$ cat config.mk
export PLATFORM = sky130hd
export DESIGN_NAME = ttx_req_seq
export DESIGN_NICKNAME = d
export VERILOG_FILES = /design/src/rtl/ttx_req_seq.sv
export SDC_FILE = /design/constraint.sdc
export NUM_CORES = 1
export LEC_CHECK = 0
export BUFFER_PORTS_ARGS = -buffer_cell sky130_fd_sc_hd__buf_2
export CAP_MARGIN = 40
export CORE_MARGIN = 1
export CORE_UTILIZATION = 45
export DETAILED_ROUTE_END_ITERATION = 16
export GPL_TIMING_DRIVEN = 0
export PLACE_DENSITY = 0.81
export SLEW_MARGIN = 0
export SYNTH_ARGS = -nofsm -noshare
export SYNTH_HDL_FRONTEND = slang
export SYNTH_SLANG_ARGS = --single-unit
export TNS_END_PERCENT = 1
$ cat constraint.sdc
create_clock -name clk -period 3.55 [get_ports clk]
set_clock_uncertainty 0.15 [all_clocks]
set_input_delay 0.71 -clock clk [delete_from_list [all_inputs] [get_ports clk]]
set_output_delay 0.71 -clock clk [all_outputs]
set_load 0.02 [all_outputs]
$ cat src/rtl/ttx_req_seq.sv
module ttx_req_seq #(
  parameter int LINE_W = 5,
  parameter int HPOS_W = 10,
  parameter int LEAD_W = 4
) (
  input  logic                     clk,
  input  logic                     rst_n,
  input  logic [LINE_W-1:0]        line_num,
  input  logic                     field,
  input  logic [HPOS_W-1:0]        hpos,
  input  logic [1:0]               std_sel,
  input  logic [(1<<LINE_W)-1:0]   line_en_f0,
  input  logic [(1<<LINE_W)-1:0]   line_en_f1,
  input  logic [HPOS_W-1:0]        req_start,
  input  logic [LEAD_W-1:0]        lead,
  input  logic                     ttx_in,
  output logic                     ttx_req,
  output logic                     txt_bit,
  output logic                     txt_valid
);
  localparam int DEPTH = 1 << LEAD_W;
  localparam int CW    = HPOS_W + 1;

  logic [CW-1:0]    win_len;
  logic [CW-1:0]    win_end;
  logic             line_on;
  logic             in_win;
  logic             ins;
  logic [DEPTH-1:0] hist;
  logic [CW-1:0]    run_cnt;

  always_comb begin
    case (std_sel)
      2'd0:    win_len = CW'(360);
      2'd1:    win_len = CW'(296);
      2'd2:    win_len = CW'(288);
      default: win_len = '0;
    endcase
  end

  assign line_on = field ? line_en_f1[line_num] : line_en_f0[line_num];
  assign win_end = {1'b0, req_start} + win_len;
  assign in_win  = line_on && (hpos >= req_start) && ({1'b0, hpos} < win_end);
  assign ins     = (lead == '0) ? ttx_req : hist[lead - 1'b1];

  always_ff @(posedge clk) begin
    if (!rst_n) begin
      ttx_req   <= 1'b0;
      hist      <= '0;
      txt_valid <= 1'b0;
      txt_bit   <= 1'b0;
      run_cnt   <= '0;
    end else begin
      ttx_req   <= in_win;
      hist      <= {hist[DEPTH-2:0], ttx_req};
      txt_valid <= ins;
      txt_bit   <= ins & ttx_in;
      run_cnt   <= ttx_req ? run_cnt + 1'b1 : '0;
    end
  end

  // the bit is forced low outside the window
  p_bit_gated_r7: assert property (@(posedge clk) disable iff (!rst_n)
    !txt_valid |-> !txt_bit);

  // a request run never exceeds the standard's window length
  p_run_len_r3: assert property (@(posedge clk) disable iff (!rst_n)
    (ttx_req && $stable(std_sel) && $stable(req_start)) |-> (run_cnt < win_len));

  // insertion off means no request
  p_off_no_req_r3: assert property (@(posedge clk) disable iff (!rst_n)
    (std_sel == 2'd3) |=> !ttx_req);

  // a disabled line raises no request
  p_disabled_line_r5: assert property (@(posedge clk) disable iff (!rst_n)
    !(field ? line_en_f1[line_num] : line_en_f0[line_num]) |=> !ttx_req);

  // with zero latency, valid follows request by one clock
  p_zero_lead_r6: assert property (@(posedge clk) disable iff (!rst_n)
    ((lead == '0) && $stable(lead)) |=> (txt_valid == $past(ttx_req)));
endmodule

# Word level (Yosys, flattened, before mapping)
# Index checks and enable logic that the tools add are counted.
# op_classes
addsub,2
magnitude_cmp,4
eq_ne,2
n_mux,9
bitwise_logic,1
reduce_logical,4
# op_table
op,count
9-bit case mux with 3 select lines,1
10-bit by 11-bit adder with 11-bit output,1
10-bit by 11-bit less-than comparator with 1-bit output,1
1-bit binary-select mux with 5-bit select,2
10-bit greater-or-equal comparator,1
5-bit by 6-bit less-than comparator with 1-bit output (second input constant),1
4-bit by 5-bit less-than comparator with 1-bit output (second input constant),1
1-bit two-way mux,5
1-bit binary-select mux with 4-bit select,1
4-bit logical NOT,1
4-bit by 1-bit subtractor with 4-bit output (second input constant),1
2-bit by 1-bit equality test with 1-bit output (second input constant),1
2-bit equality test (second input constant),1
1-bit logical AND,2
2-bit logical NOT,1
1-bit bitwise AND,1
# word_totals
register_bits,19
input_bits,99
out_inout_bits,3
wordCells,26

# Logic depth before layout (Yosys ltp)
# depth
depth_word,5
mapped_depth,12
ltp_nobuf,12

# Worst setup path before layout
# OpenSTA, ideal clock, no wires.
# synth_timing
path_type,in2reg
from,input port lead[0]
to,register txt_bit
setup_ps,115
arrival_ps,2547
required_ps,3285
setup_slack_ps,738
cell_stages,7
n_path_buf,1
path_cell_list,clkbuf_1 inv_1 ha_1 mux4_2 mux4_2 a31o_1 and2_1
# synth_via
elab_chain_len,5
word_cells_on_any_way,6
cone_classes,add/sub: 1; mux: 3; bitwise: 1; reduce/logical: 1
# synth_lines
item,line_no,rtl
"start, declared",15,"input logic [LEAD_W-1:0] lead,"
4-bit by 1-bit subtractor with 4-bit output,44,assign ins = (lead == '0) ? ttx_req : hist[lead - 1'b1];
1-bit binary-select mux with 4-bit select,44,
1-bit two-way mux (implied by the code),44,
1-bit two-way mux (*),44,
1-bit bitwise AND (*),57,txt_bit <= ins & ttx_in;
"end signal, assigned",57,
"end, declared",18,"output logic txt_bit,"
# Every way passes the cells marked *; elsewhere a longest branch is shown, timed or not. The select of a mux whose other input is x is not followed.
# A chain may end at the register's enable or synchronous reset.

# Final worst setup path
# layout_timing
from,input port std_sel[1]
to,register ttx_req
# layout_via
elab_chain_len,5
word_cells_on_any_way,7
cone_classes,add/sub: 1; order compare: 1; eq/ne: 2; mux: 1; reduce/logical: 2
# layout_lines
item,line_no,rtl
"start, declared",11,"input logic [1:0] std_sel,"
2-bit equality test (tied with other cells),33,case (std_sel)
9-bit case mux with 3 select lines (*),33,
10-bit by 11-bit adder with 11-bit output (*),42,"assign win_end = {1'b0, req_start} + win_len;"
10-bit by 11-bit less-than comparator with 1-bit output (*),43,"assign in_win = line_on && (hpos >= req_start) && ({1'b0, hpos} < win_end);"
1-bit logical AND (*),43,
"end signal, assigned",54,ttx_req <= in_win;
"end, declared",17,"output logic ttx_req,"
# Every way passes the cells marked *; elsewhere a longest branch is shown, timed or not.

==> results.md <==
- R2r worst-path depth: 4
- Layout fillers: 315
- Critical path arrival: 2890 ps
- Crit-path max FO: 3
- Total CTS buffers: 3
- Startpoint types: primary input
- RSZ-0062 raised after global routing: false
- Setup ws final: 660 ps
- Vias per inst: 5.19
- Logic pwr share: 37.6%
- Min-delay worst type: reg2reg
- GPL Wtd Cong: 0.934
- Area growth syn-to-layout: 32.7%
- Net Count, Synth: 293
- Post-synthesis register bit count: 19
- Achievable frequency: 346 MHz
- First-pass GRT wire length: 6570 um
- Final Util: 64.1%
- Buffers on Ports: 98
- Part of the cycle the worst path needs: 81.4%
- Clock transition at path regs: 60 ps
- Total core area: 3770 um^2
- Chip Width: 65.6 um
- Max cap viols: 0
- Tightest Pin Transition: 402 ps
- Setup Fix Bufs, Post-CTS: 0
- N_diodes: 0
- Synthesized area: 1820 um^2
- Setup_tns: 0 ps
- H-tree Lvls: 1
- Multi-input gate area: 1350 um^2
- Total global routing overflow: 0
- Post-cts sizing count: 0
- Top-area cell type share of the netlist area: 23.5%
- VDD IR max: 125 uV
- Top cells by area, synth: mux4_2, dfxtp_1, ha_1
- Clock Tree Root: clkbuf_8
- Relative slew slack: 73.2%
- Yosys warnings: 0
- Placed instance area: 2370 um^2
- Sw Pwr: 154 uW
- Clock Latency Late Sink: 250 ps
- Seq pwr share: 37.7%
- Synthesized instance count: 170
- WL final: 3940 um
- Final Slew Violations: 0
- Syn avg cell area: 10.7 um^2
- DRT iter0 DRCs: 105
- Total number of vias: 1660
- RR Startpoint: hist[0]
- DPL Wire Length: 3530 um
- Ys flop type: dfxtp_1
- # IOs: 102
- Setup-failing EPs final: 0
- Worst slack, placed: 371 ps
- Hold_sp: hist[1]
- Hold buffer count at CTS: 0
- Total track usage: 19.6%
- Clock sinks: 19
- Cell Int Power: 419 uW
- Sequential cell area: 380 um^2
- Reg2Reg Setup Slack: 1670 ps
- Final Critical Period: 2890 ps
- Sink of the worst hold path: hist[2]
- Clock buffer depth: 2
- Final nets: 396
- DRT Pass-1 Iters: 4
- Design area: 2420 um^2
- Die Span Y: 65.6 um
- Critical Path End Type: flop
- Initial antenna violation count: 0
- CTS tree: yes
- Static leakage: 1.23 nW
- Sw Share: 26.9%
- Clock power frac: 24.7%
- Crit Path Category: in2reg
- Sequential area share after synthesis: 20.9%
- Per-cell routed wire length: 12.3 um
- Synth unique cells: 33
- Initial Utilization: 48.3%
- Synth area leader: mux4_2
- Drt drc: 0
- Fraction of registers with async set or reset after synthesis: 0%
- Total power density per cell area: 237 nW/um^2
- Terminus of the critical flop-to-flop path: txt_bit
- Hold Vio Cnt, Final: 0
- Share of layout cells above drive strength 1: 45.6%
- Routed Antenna Nets: 0
- Crit path required time: 3550 ps
- Die area: 4310 um^2
- Pin count of the biggest net entering global routing: 11
- # rows: 22
- Outcome: finished, final reports clean
- Vias in the first global route: 1644
- Hold path depth: 1
- EDFF count, synth: 0
[worst max-delay path by stage]
stage	to	cells after the start	startpoint	slack (ps)
after CTS	ttx_req	13	std_sel[1]	620
final	ttx_req	13	std_sel[1]	660
after global routing	ttx_req	13	std_sel[1]	460
after floorplan	txt_bit	7	lead[0]	740
after global placement	ttx_req	13	std_sel[1]	380
after detailed placement	ttx_req	13	std_sel[1]	370
[cells in the final DEF (no fill, tap or decap)]
master	netlist	layout
nand2_1	4	4
mux4_2	19	19
xnor2_1	4	4
and3_1	1	1
a31oi_1	2	2
and2_1	17	17
a2111oi_0	1	1
buf_6	1	1
buf_2	3	101
nand4_1	1	1
ha_1	24	24
clkbuf_8	0	3
o21ai_0	8	8
o31ai_1	1	1
a211oi_1	1	1
inv_1	16	16
nor4b_1	1	1
o2bb2ai_1	1	1
o311ai_1	1	1
mux2i_1	4	4
a31o_1	1	1
dfxtp_1	19	19
and4_1	1	1
xor2_1	3	3
nor4_1	1	1
nand2b_1	3	3
a21oi_1	4	4
nor2b_1	3	3
clkbuf_1	2	3
mux4_1	4	4
a21o_1	4	4
nor3b_1	2	2
nor2_1	12	12
nor3_1	1	1
[critical path: stages]
cell	delay, ps
buf_2	100
nand2_1	80
ha_1	320
a31oi_1	280
nor2_1	70
o21ai_0	190
xor2_1	190
ha_1	260
nand4_1	100
nor2_1	50
o31ai_1	80
a31oi_1	150
nor4b_1	310
[synthesized netlist by cell type (all sizes together) (2+ instances only)]
| library cell | count |
|---|---|
| xor2 | 3 |
| clkbuf | 2 |
| dfxtp | 19 |
| xnor2 | 4 |
| nor3b | 2 |
| nor2b | 3 |
| mux4 | 23 |
| o21ai | 8 |
| buf | 4 |
| ha | 24 |
| inv | 16 |
| nand2 | 4 |
| a21oi | 4 |
| a31oi | 2 |
| and2 | 17 |
| a21o | 4 |
| nor2 | 12 |
| mux2i | 4 |
| nand2b | 3 |
[registers in the layout, indices dropped and copies added, names as in the netlist]
register	count
ttx_req	1
txt_bit	1
hist	16
txt_valid	1
[layer usage]
metal	track usage [%]	vias up	routed length [um]
met3	1.39	2	158
met2	38.1	62	2080
met5	0	-	0
met4	3.26	0	11
met1	23.4	757	1690
li1	-	839	-
[power groups by stage]
| stage | sequential [mW] | combinational, mW | clock [mW] |
|---|---|---|---|
| finish | 0.216 | 0.215 | 0.142 |
| global route | 0.216 | 0.243 | 0.153 |
| CTS | 0.216 | 0.217 | 0.145 |
| detailed placement | 0.221 | 0.217 | 0 |
| global placement | 0.221 | 0.211 | 0 |
| floorplan | 0.222 | 0.133 | 0 |
[layout make-up]
class / instances / area share, %
timing repair buffer: 98 / 20.3
tap: 48 / 2.48
inverter: 16 / 2.48
buffer: 6 / 1.40
sequential: 19 / 15.7
multi-input combinational: 129 / 55.7
clock buffer: 4 / 1.86
[kinds of logic (layout without fill, tap and decap cells)]
| kind of cell | after synthesis | in the layout | share of synthesized area [%] |
|---|---|---|---|
| adders and majority gates | 24 | 24 | 16.5 |
| AOI/OAI and AO/OA | 24 | 24 | 8.38 |
| xor gates and xnor gates | 7 | 7 | 3.37 |
| and+or+nand+nor | 47 | 47 | 14.3 |
| DFF | 19 | 19 | 20.9 |
| buffers and inverters | 22 | 124 | 5.15 |
| muxes | 27 | 27 | 31.5 |
[metrics by stage]
| step | power [mW] | hold WS, ps | instances |
|---|---|---|---|
| finish | 0.572 | 302 | 320 |
| global route | 0.612 | 328 | 320 |
| CTS | 0.578 | 304 | 320 |
| detailed placement | 0.437 | 289 | 316 |
| global placement | 0.431 | 282 | 316 |
| floorplan | 0.354 | 274 | 170 |
(Power assumes the default switching activity.)
